File: src/rtl/gpio_irq_pkg.sv
// Package: register word indices and trigger codes shared by the GPIO port.
// Assumes a 32-bit register bus with byte addresses on word boundaries.
package gpio_irq_pkg;
    localparam int ADDR_W = 5;
    localparam int WIDX_W = 3;

    localparam logic [WIDX_W-1:0] W_DOUT  = 3'd0;
    localparam logic [WIDX_W-1:0] W_DIR   = 3'd1;
    localparam logic [WIDX_W-1:0] W_PAD   = 3'd2;
    localparam logic [WIDX_W-1:0] W_CFGLO = 3'd3;
    localparam logic [WIDX_W-1:0] W_CFGHI = 3'd4;
    localparam logic [WIDX_W-1:0] W_MASK  = 3'd5;
    localparam logic [WIDX_W-1:0] W_STAT  = 3'd6;
    localparam logic [WIDX_W-1:0] W_BOTH  = 3'd7;

    typedef enum logic [1:0] {
        TRIG_LOW  = 2'd0,
        TRIG_HIGH = 2'd1,
        TRIG_RISE = 2'd2,
        TRIG_FALL = 2'd3
    } trig_e;
endpackage

File: src/rtl/gpio_sync.sv
// Multi-stage synchronizer for a vector of asynchronous inputs.
// Assumes each bit is independent; no bus coherence is promised across bits.
module gpio_sync #(
    parameter int W      = 32,
    parameter int STAGES = 2
) (
    input  logic         clk,
    input  logic         rst_n,
    input  logic [W-1:0] d,
    output logic [W-1:0] q
);
    logic [W-1:0] chain [STAGES];

    generate
        for (genvar s = 0; s < STAGES; s++) begin : g_stage
            // Purpose: shift the sample one stage deeper each cycle.
            always_ff @(posedge clk) begin
                if (!rst_n)      chain[s] <= '0;
                else if (s == 0) chain[s] <= d;
                else             chain[s] <= chain[(s == 0) ? 0 : s-1];
            end
        end
    endgenerate

    assign q = chain[STAGES-1];
endmodule

File: src/rtl/gpio_trig_detect.sv
// Per-pin trigger detector: decodes the 2-bit trigger code or the both-edge
// override into a one-cycle event. Assumes 'smp' is already synchronized.
module gpio_trig_detect
    import gpio_irq_pkg::*;
#(
    parameter int N = 32
) (
    input  logic           clk,
    input  logic           rst_n,
    input  logic [N-1:0]   smp,
    input  logic [2*N-1:0] code,
    input  logic [N-1:0]   both,
    output logic [N-1:0]   evt
);
    logic [N-1:0] prev_q;

    // Purpose: remember last cycle's sample for edge comparison.
    always_ff @(posedge clk) begin
        if (!rst_n) prev_q <= '0;
        else        prev_q <= smp;
    end

    generate
        for (genvar n = 0; n < N; n++) begin : g_pin
            trig_e kind;
            assign kind = trig_e'(code[2*n +: 2]);
            // Purpose: pick the condition this pin is armed for.
            always_comb begin
                if (both[n]) evt[n] = smp[n] ^ prev_q[n];
                else begin
                    unique case (kind)
                        TRIG_LOW:  evt[n] = ~smp[n];
                        TRIG_HIGH: evt[n] = smp[n];
                        TRIG_RISE: evt[n] = smp[n] & ~prev_q[n];
                        TRIG_FALL: evt[n] = ~smp[n] & prev_q[n];
                        default:   evt[n] = 1'b0;
                    endcase
                end
            end
        end
    endgenerate
endmodule

File: src/rtl/gpio_irq_status.sv
// Sticky status with write-one-to-clear and two masked interrupt outputs.
// Assumes a set event and a clear on the same bit resolve to set.
module gpio_irq_status #(
    parameter int N = 32
) (
    input  logic         clk,
    input  logic         rst_n,
    input  logic [N-1:0] evt,
    input  logic [N-1:0] clr,
    input  logic [N-1:0] mask,
    output logic [N-1:0] stat_q,
    output logic         irq_lo,
    output logic         irq_hi
);
    localparam int HALF = N / 2;

    // Purpose: latch events, drop bits written with one unless re-detected.
    always_ff @(posedge clk) begin
        if (!rst_n) stat_q <= '0;
        else        stat_q <= (stat_q & ~clr) | evt;
    end

    logic [N-1:0] pend;
    assign pend   = stat_q & mask;
    assign irq_lo = |pend[HALF-1:0];
    assign irq_hi = |pend[N-1:HALF];
endmodule

File: src/rtl/gpio_irq_port.sv
// GPIO port top: register file, read mux, synchronizer, trigger detection
// and interrupt status. Assumes single-cycle writes and a combinational read.
module gpio_irq_port
    import gpio_irq_pkg::*;
#(
    parameter int PINS      = 32,
    parameter int SYNC_DPTH = 2
) (
    input  logic              clk,
    input  logic              rst_n,
    input  logic [ADDR_W-1:0] bus_addr,
    input  logic              bus_we,
    input  logic [PINS-1:0]   bus_wdata,
    output logic [PINS-1:0]   bus_rdata,
    input  logic [PINS-1:0]   pin_in,
    output logic [PINS-1:0]   pin_out,
    output logic [PINS-1:0]   pin_oe,
    output logic              irq_lo,
    output logic              irq_hi
);
    logic [WIDX_W-1:0] widx;
    logic [PINS-1:0]   dout_q, dir_q, cfg_lo_q, cfg_hi_q, mask_q, both_q;
    logic [PINS-1:0]   pad_q, evt, clr, stat_q;
    logic              bus_addr_unused;

    assign widx            = bus_addr[ADDR_W-1:2];
    assign bus_addr_unused = ^bus_addr[1:0];

    // Purpose: load the writable configuration registers.
    always_ff @(posedge clk) begin
        if (!rst_n) begin
            dout_q <= '0; dir_q <= '0; cfg_lo_q <= '0;
            cfg_hi_q <= '0; mask_q <= '0; both_q <= '0;
        end else if (bus_we) begin
            case (widx)
                W_DOUT:  dout_q   <= bus_wdata;
                W_DIR:   dir_q    <= bus_wdata;
                W_CFGLO: cfg_lo_q <= bus_wdata;
                W_CFGHI: cfg_hi_q <= bus_wdata;
                W_MASK:  mask_q   <= bus_wdata;
                W_BOTH:  both_q   <= bus_wdata;
                default: ;
            endcase
        end
    end

    // Purpose: form the write-one-to-clear vector for the status register.
    always_comb begin
        clr = '0;
        if (bus_we && widx == W_STAT) clr = bus_wdata;
    end

    // Purpose: select the register addressed by the bus.
    always_comb begin
        unique case (widx)
            W_DOUT:  bus_rdata = dout_q;
            W_DIR:   bus_rdata = dir_q;
            W_PAD:   bus_rdata = pad_q;
            W_CFGLO: bus_rdata = cfg_lo_q;
            W_CFGHI: bus_rdata = cfg_hi_q;
            W_MASK:  bus_rdata = mask_q;
            W_STAT:  bus_rdata = stat_q;
            W_BOTH:  bus_rdata = both_q;
            default: bus_rdata = '0;
        endcase
    end

    assign pin_out = dout_q;
    assign pin_oe  = dir_q;

    gpio_sync #(.W(PINS), .STAGES(SYNC_DPTH)) sync_i (
        .clk(clk), .rst_n(rst_n), .d(pin_in), .q(pad_q)
    );

    gpio_trig_detect #(.N(PINS)) det_i (
        .clk(clk), .rst_n(rst_n), .smp(pad_q),
        .code({cfg_hi_q, cfg_lo_q}), .both(both_q), .evt(evt)
    );

    gpio_irq_status #(.N(PINS)) stat_i (
        .clk(clk), .rst_n(rst_n), .evt(evt), .clr(clr), .mask(mask_q),
        .stat_q(stat_q), .irq_lo(irq_lo), .irq_hi(irq_hi)
    );
endmodule

File: config.mk
export PLATFORM = sky130hd
export DESIGN_NAME = gpio_irq_port
export DESIGN_NICKNAME = d
export VERILOG_FILES = /design/src/rtl/gpio_irq_pkg.sv /design/src/rtl/gpio_sync.sv /design/src/rtl/gpio_trig_detect.sv /design/src/rtl/gpio_irq_status.sv /design/src/rtl/gpio_irq_port.sv
export SDC_FILE = /design/constraint.sdc
export NUM_CORES = 1
export LEC_CHECK = 0
export BUFFER_PORTS_ARGS = -buffer_cell sky130_fd_sc_hd__buf_2
export CAP_MARGIN = 40
export CORE_MARGIN = 2
export CORE_UTILIZATION = 40
export DETAILED_ROUTE_END_ITERATION = 12
export GPL_TIMING_DRIVEN = 0
export PLACE_DENSITY = 0.61
export SLEW_MARGIN = 20
export SYNTH_ARGS = -nofsm -noshare
export SYNTH_HDL_FRONTEND = slang
export SYNTH_SLANG_ARGS = --single-unit
File: constraint.sdc
create_clock -name clk -period 3.46 [get_ports clk]
set_clock_uncertainty 0.05 [all_clocks]
set_input_delay 0 -clock clk [delete_from_list [all_inputs] [get_ports clk]]
set_output_delay 0 -clock clk [all_outputs]
set_load 0.05 [all_outputs]
==> run_results.csv, run 1 <==
group,metric,value,unit
global_route,grt_overflow,0,
floorplanning,die_h,199,um
floorplanning,die_width,199,um
sta,worstMarginPinSlew,0.901,ns
routing,avgRoutedWirePerCell,24.0,um
power_and_ir_drop,power_density,479,mW/mm2
cells_and_area,drive_above_1_share,14.7,%
routing,viasPerCell,5.61,
placement,place_ws,1.09,ns
synthesis,synthSimpleGateAreaFrac,18.9,%
clock_tree,path_clk_slew,0.06,ns
synthesis,synthAdderAreaFrac,5.28,%
worst_setup_path,cp.arrival,2.98,ns
sta,slew_viol_final,0,
synthesis,synth-xor-area-share,0.115,%
cells_and_area,nNetsFinal,2173,
floorplanning,pin_count,170,
sta,rsz0062_at_grt,"false",
cells_and_area,final_cell_count_no_fill,2572,
routing,antenna_left,0,
floorplanning,die-area,0.0395,mm2
synthesis,synthCells,1755,
global_route,track_usage,31.1,%
power_and_ir_drop,vdd.ir_drop.worst,0.296,mV
synthesis,avgSynthCellArea,8.65,um2
clock_tree,root_buffer,"clkbuf_16",
synthesis,syn_nets,1891,
power_and_ir_drop,p_leak,7.12,nW
synthesis,ys_warn_count,0,
hold_path,worstHoldPathType,"input port to flop",
global_route,grt_max_degree,14,
synthesis,synth_top_family_by_area,"compound AO/OA/AOI/OAI gates",
worst_setup_path,slowest_stage,"clkbuf_1",
synthesis,synth_compound_area_share,23.3,%
synthesis,synth_edf_count,0,
worst_setup_path,cpMostUsedCell,"buf_2",
synthesis,synth_mux_area_share,4.97,%
status,status,"complete, no violations",
clock_tree,post-cts-setup-buffers,0,
placement,portBuffers,164,
global_route,antenna_found_initial,2,
worst_setup_path,endpoint_kind,"output pin",
cells_and_area,mostFrequentLayoutCell,"nand2_1",
placement,place.gp.congestion,0.949,
synthesis,synthFlopType,"dfxtp_1",
cells_and_area,final_cell_mix,"420 x nand2_1, 320 x dfxtp_1, 200 x buf_2",
sta,fin_tns_setup,0,ns
clock_tree,cts_tree,"done",
sta,holdWs,0.0511,ns
global_route,grt_pass1_wl,88400,um
synthesis,synth.cell_area,0.0152,mm2
cells_and_area,area_growth,22.4,%
routing,dr.first_iter.drc_count,1436,
worst_setup_path,path_cells,"dlygate4sd3_1, buf_2, nor2b_1, clkbuf_1, buf_2, o2bb2ai_1, nand2_1, a31oi_1, buf_2",
worst_setup_path,setup.worst_path.start_class,"input port",
power_and_ir_drop,p_total,8.89,mW
placement,dpl.cell_count,2440,
worst_setup_path,worstPathMaxFanout,10,
synthesis,synth_area_leaders,"dfxtp_1 42%, nand2_1 10%, a21boi_0 7.8%, ha_1 5.3%, mux2i_1 4.2%",
global_route,first_global_vias,13500,
synthesis,yosys.area.top_type_share,42.2,%
routing,dr.pass1.iters,5,
run,cap_violations,0,
clock_tree,cts.sinks,320,
worst_setup_path,critical_path_class,"input port to output pin",
synthesis,seq_area_frac_synth,42.2,%
placement,hpwl,45300,um
synthesis,synthArstFlopShare,0,%
clock_tree,numCtsBuffers,37,
sta,finalCriticalPeriod,3.03,ns
synthesis,yosysTopAreaCell,"dfxtp_1",
worst_setup_path,worst-path-buf-inv,5,
synthesis,ys_types,48,
clock_tree,clockBufferDepth,3,
sta,max_freq,330,MHz
clock_tree,cts_max_level,2,
floorplanning,initial_core_util,40.5,%
sta,slew_headroom,39.7,%
floorplanning,row_count,71,
clock_tree,clk_latency,0.56,ns
sta,setup_viol,0,
routing,wirelength,61700,um
worst_setup_path,cpPeakStageDelay,0.65,ns
sta,fin_ws,0.433,ns
floorplanning,core-area,0.0375,mm2
worst_setup_path,cp.required,3.41,ns
sta,fin_crit_sh,87.5,%
worst_setup_path,cp_top_family,"buffers and inverters",
clock_tree,cts_resized,0,
routing,remaining_drc_errors,0,
routing,via_count,14400,
cells_and_area,fill_cells,3687,
sta,hold_viol_final,0,
synthesis,ys_ff_latch,320,
[final cells by class]
class | count | area (um2) | share of cell area, %
clock inverter | 13 | 100 | 0.539
multi-input combinational | 1252 | 7970 | 42.9
timing repair buffer | 243 | 1610 | 8.68
antenna | 1 | 2.50 | 0.0135
tap | 511 | 639 | 3.44
buffer | 113 | 539 | 2.90
inverter | 70 | 263 | 1.41
clock buffer | 49 | 1040 | 5.60
sequential | 320 | 6410 | 34.5
[path summary, 6_finish.rpt]
path | startpoint | end | slack [ns] | cells after the start
max | bus_addr[2] | bus_rdata[15] | 0.43 | 9
min reg2reg | sync_i.chain[0][23] | sync_i.chain[1][23] | 0.38 | 1
max reg2reg | sync_i.chain[1][20] | stat_i.stat_q[20] | 1.93 | 5
min | bus_addr[3] | mask_q[0] | 0.05 | 5
[layer usage]
metal | track usage, % | up-vias | share of wire [%]
li1 | - | 6583 | -
met1 | 41.8 | 6940 | 43
met2 | 47.9 | 744 | 43
met3 | 6.17 | 150 | 9.7
met4 | 14.5 | 2 | 4.4
met5 | 0 | - | 0.021
[worst min-delay path, stage by stage]
cell and delay [ns]:
buf_2 0.19, buf_6 0.17, nor3_2 0.09, nand2_1 0.07, a21boi_0 0.06
[state kept, by name, summed over array words and instances (netlist names)]
| signal | cells |
|---|---|
| sync_i.chain | 64 |
| pin_oe | 32 |
| both_q | 32 |
| stat_i.stat_q | 32 |
| cfg_hi_q | 32 |
| cfg_lo_q | 32 |
| mask_q | 32 |
| pin_out | 32 |
| det_i.prev_q | 32 |
[metrics by stage]
stage / utilization [%] / instance area [um2]
after floorplan: - / 15200
after global placement: 44.4 / 16600
after detailed placement: 44.6 / 16700
after CTS: 49.5 / 18600
after global routing: 49.5 / 18600
final: 49.5 / 18600
[Yosys cell counts (4+ instances only)]
cell type and count:
nand2_1 420, dfxtp_1 320, a21boi_0 158, and2_1 97
nor2_1 76, inv_1 68, a21boi_1 66, ha_1 64
mux2i_1 63, clkbuf_1 61, a211oi_1 59, nor2b_1 37
buf_2 35, o31a_1 30, a221oi_1 25, a22o_1 17
o22ai_1 16, o22a_1 15, a31oi_1 13, buf_4 13
o221ai_1 13, o2bb2ai_1 12, mux2_2 11, a21oi_1 10
a22oi_1 10, o21ai_0 5, a221o_1 4, nand3_1 4
[cells by family after synthesis]
kind of cell,after synthesis
and+or+nand+nor,652
muxes,74
buffers and inverters,183
adders and majority gates,64
xor gates and xnor gates,2
AOI/OAI and AO/OA,460
DFF,320
[power by group]
group | total (mW) | leakage [nW] | internal, mW | switching (mW)
combinational | 1.11 | 3.94 | 0.388 | 0.722
sequential | 3.95 | 2.61 | 3.81 | 0.140
clock | 3.83 | 0.571 | 2.19 | 1.65
[timing repair]
| item | 4_1_cts | 5_1_grt |
|---|---|---|
| hold buffers | 67 | 0 |
| setup endpoints to repair | 0 | 0 |
| endpoints found under the hold margin | 256 | 0 |
Power figures use the tool's default switching activity.
==> run 2: changes to the inputs <==
--- a/config.mk
+++ b/config.mk
@@ -5,6 +5,7 @@
 export SDC_FILE = /design/constraint.sdc
 export NUM_CORES = 1
 export LEC_CHECK = 0
+export ABC_AREA = 1
 export BUFFER_PORTS_ARGS = -buffer_cell sky130_fd_sc_hd__buf_2
 export CAP_MARGIN = 40
 export CORE_MARGIN = 2
==> run 2 against run 1 <==
Net effect: sequential power barely moved; global-route usage down 0.50 points; first-iteration DRC count down 9.1%; design area grew 0.87%; register-to-register slack better by 0.06 ns; clock power grew 6.5%; total power up 3.7%; critical path depth up 1; sequential share of layout area fell by 0.30 points; worst setup slack better by 0.55 ns; critical endpoint is now bus_rdata[11].
==> run_results.csv, run 2 <==
group,metric,value,unit
sta,rsz0062_at_grt,"false",
global_route,antenna_found_initial,0,
sta,hold_viol_final,0,
placement,portBuffers,164,
synthesis,synthCells,2195,
synthesis,synthArstFlopShare,0,%
synthesis,ys_warn_count,0,
clock_tree,cts_max_level,2,
cells_and_area,n_antenna_cell,0,
synthesis,synth_edf_count,0,
routing,dr.pass1.iters,6,
routing,avgRoutedWirePerCell,20.3,um
synthesis,ys_ff_latch,320,
clock_tree,numCtsBuffers,38,
clock_tree,cts_resized,0,
cells_and_area,largest_register_ffs,64,
global_route,track_usage,30.6,%
cells_and_area,nNetsFinal,2614,
clock_tree,clk_latency,0.57,ns
synthesis,synth.cell_area,0.0153,mm2
synthesis,synthFlopType,"dfxtp_1",
synthesis,seq_area_frac_synth,42.0,%
floorplanning,die_width,199,um
sta,max_freq,403,MHz
worst_setup_path,cp.required,3.41,ns
synthesis,synth.most_common_cell,"nand2_1",
sta,finalCriticalPeriod,2.48,ns
routing,via_count,15800,
global_route,first_global_vias,14900,
routing,dr.first_iter.drc_count,1305,
worst_setup_path,cp.arrival,2.43,ns
clock_tree,clockBufferDepth,3,
global_route,grt_overflow,0,
global_route,grt_max_degree,14,
sta,fin_crit_sh,71.7,%
synthesis,yosys.area.top_type_share,42.0,%
sta,slew_headroom,40.4,%
sta,fin_tns_setup,0,ns
floorplanning,die_h,199,um
cells_and_area,final_util,49.9,%
synthesis,yosysTopAreaCell,"dfxtp_1",
cells_and_area,fill_cells,3899,
clock_tree,cts_tree,"done",
sta,slew_viol_final,0,
power_and_ir_drop,p_total,9.22,mW
power_and_ir_drop,p_leak,8.53,nW
sta,worstMarginPinSlew,0.894,ns
clock_tree,root_buffer,"clkbuf_16",
placement,hpwl,45000,um
hold_path,worstHoldPathType,"input port to flop",
synthesis,avgSynthCellArea,6.95,um2
power_and_ir_drop,power_density,492,mW/mm2
floorplanning,die-area,0.0397,mm2
synthesis,yosys-top-cells-count,"410 x nand2_1, 353 x inv_1, 320 x dfxtp_1, 209 x o21ai_0, 194 x nor2_1",
floorplanning,row_count,71,
synthesis,ys_types,27,
floorplanning,pin_count,170,
clock_tree,cts.sinks,320,
cells_and_area,drive_above_1_share,13.0,%
routing,viasPerCell,5.26,
clock_tree,post-cts-setup-buffers,0,
placement,place.gp.congestion,0.942,
synthesis,synth_area_leaders,"dfxtp_1 42%, nand2_1 10%, inv_1 8.7%, o21ai_0 6.9%, nand3_1 6.3%",
cells_and_area,top_register,"sync_i.chain",
worst_setup_path,worstPathMaxFanout,10,
status,status,"complete, no violations",
floorplanning,core-area,0.0376,mm2
worst_setup_path,endpoint_kind,"output pin",
clock_tree,path_clk_slew,0.05,ns
worst_setup_path,critical_path_class,"input port to output pin",
routing,wirelength,61000,um
routing,antenna_left,0,
sta,setup_viol,0,
global_route,grt_pass1_wl,89400,um
run,cap_violations,0,
worst_setup_path,setup.worst_path.start_class,"input port",
cells_and_area,area_growth,22.8,%
synthesis,syn_nets,2331,
cells_and_area,mostFrequentLayoutCell,"nand2_1",
floorplanning,initial_core_util,40.6,%
cells_and_area,final_cell_mix,"410 x nand2_1, 353 x inv_1, 320 x dfxtp_1",
routing,remaining_drc_errors,0,
power_and_ir_drop,vdd.ir_drop.worst,0.289,mV
run 2: metal layers:
layer / track usage [%] / wire length [um] / vias up
met2: 50.0 / 27500 / 675
met5: 0 / 0 / -
met4: 12.5 / 2320 / 0
met1: 40.8 / 26700 / 7477
met3: 3.97 / 4570 / 136
li1: - / - / 7545
run 2: what timing repair did:
item	4_1_cts	5_1_grt
hold endpoints to repair	254	0
hold buffers	73	0
setup endpoints to repair	0	0
run 2: area by class of cell:
cell class | instances | area [um2] | share of cell area, %
buffer | 120 | 578 | 3.09
clock buffer | 52 | 1070 | 5.74
clock inverter | 8 | 144 | 0.768
inverter | 357 | 1340 | 7.15
multi-input combinational | 1398 | 6940 | 37.0
sequential | 320 | 6410 | 34.2
tap | 511 | 639 | 3.41
timing repair buffer | 243 | 1620 | 8.64
run 2: where the power goes:
group          internal (mW)  total (mW)  leakage, nW  switching (mW)
Combinational          0.341        1.19         5.32           0.849
Sequential              3.84        3.95         2.62           0.111
Clock                   2.45        4.08        0.599            1.63
run 2: path summary, 6_finish.rpt:
kind	endpoint	start	slack (ns)	cells past startpoint
worst min register to register	sync_i.chain[1][27]	sync_i.chain[0][27]	0.36	2
worst max-delay path	bus_rdata[11]	bus_addr[3]	0.98	10
worst max register to register	stat_i.stat_q[13]	sync_i.chain[1][13]	1.99	8
worst min-delay path	mask_q[13]	rst_n	0.07	4
run 2: metrics by stage:
step	area (um2)	instances	hold slack [ns]	worst slack, ns
after global placement	16700	2870	0.132	1.46
after CTS	18700	3005	0.0204	1.05
after detailed placement	16700	2872	0.136	1.46
after global routing	18700	3009	0.0991	0.924
after floorplan	15300	2195	0.0476	2.20
final	18700	3009	0.0685	0.981
run 2: worst max-delay path, stage by stage:
cell	delay [ns]
dlygate4sd3_1	0.54
buf_2	0.17
inv_2	0.07
nor2_4	0.20
nand2_2	0.18
clkbuf_1	0.31
o21ai_0	0.44
nor2_1	0.10
nand3_1	0.12
buf_2	0.28
run 2: cell families (layout without fill, tap and decap cells):
logic type      count (synthesis)  in the layout  synth area share, %
compound gates                395            395                 13.0
buf+inv                       477            780                 12.6
flops                         320            320                 42.0
simple gates                  939            939                 27.2
fa+ha+maj                      64             64                 5.25
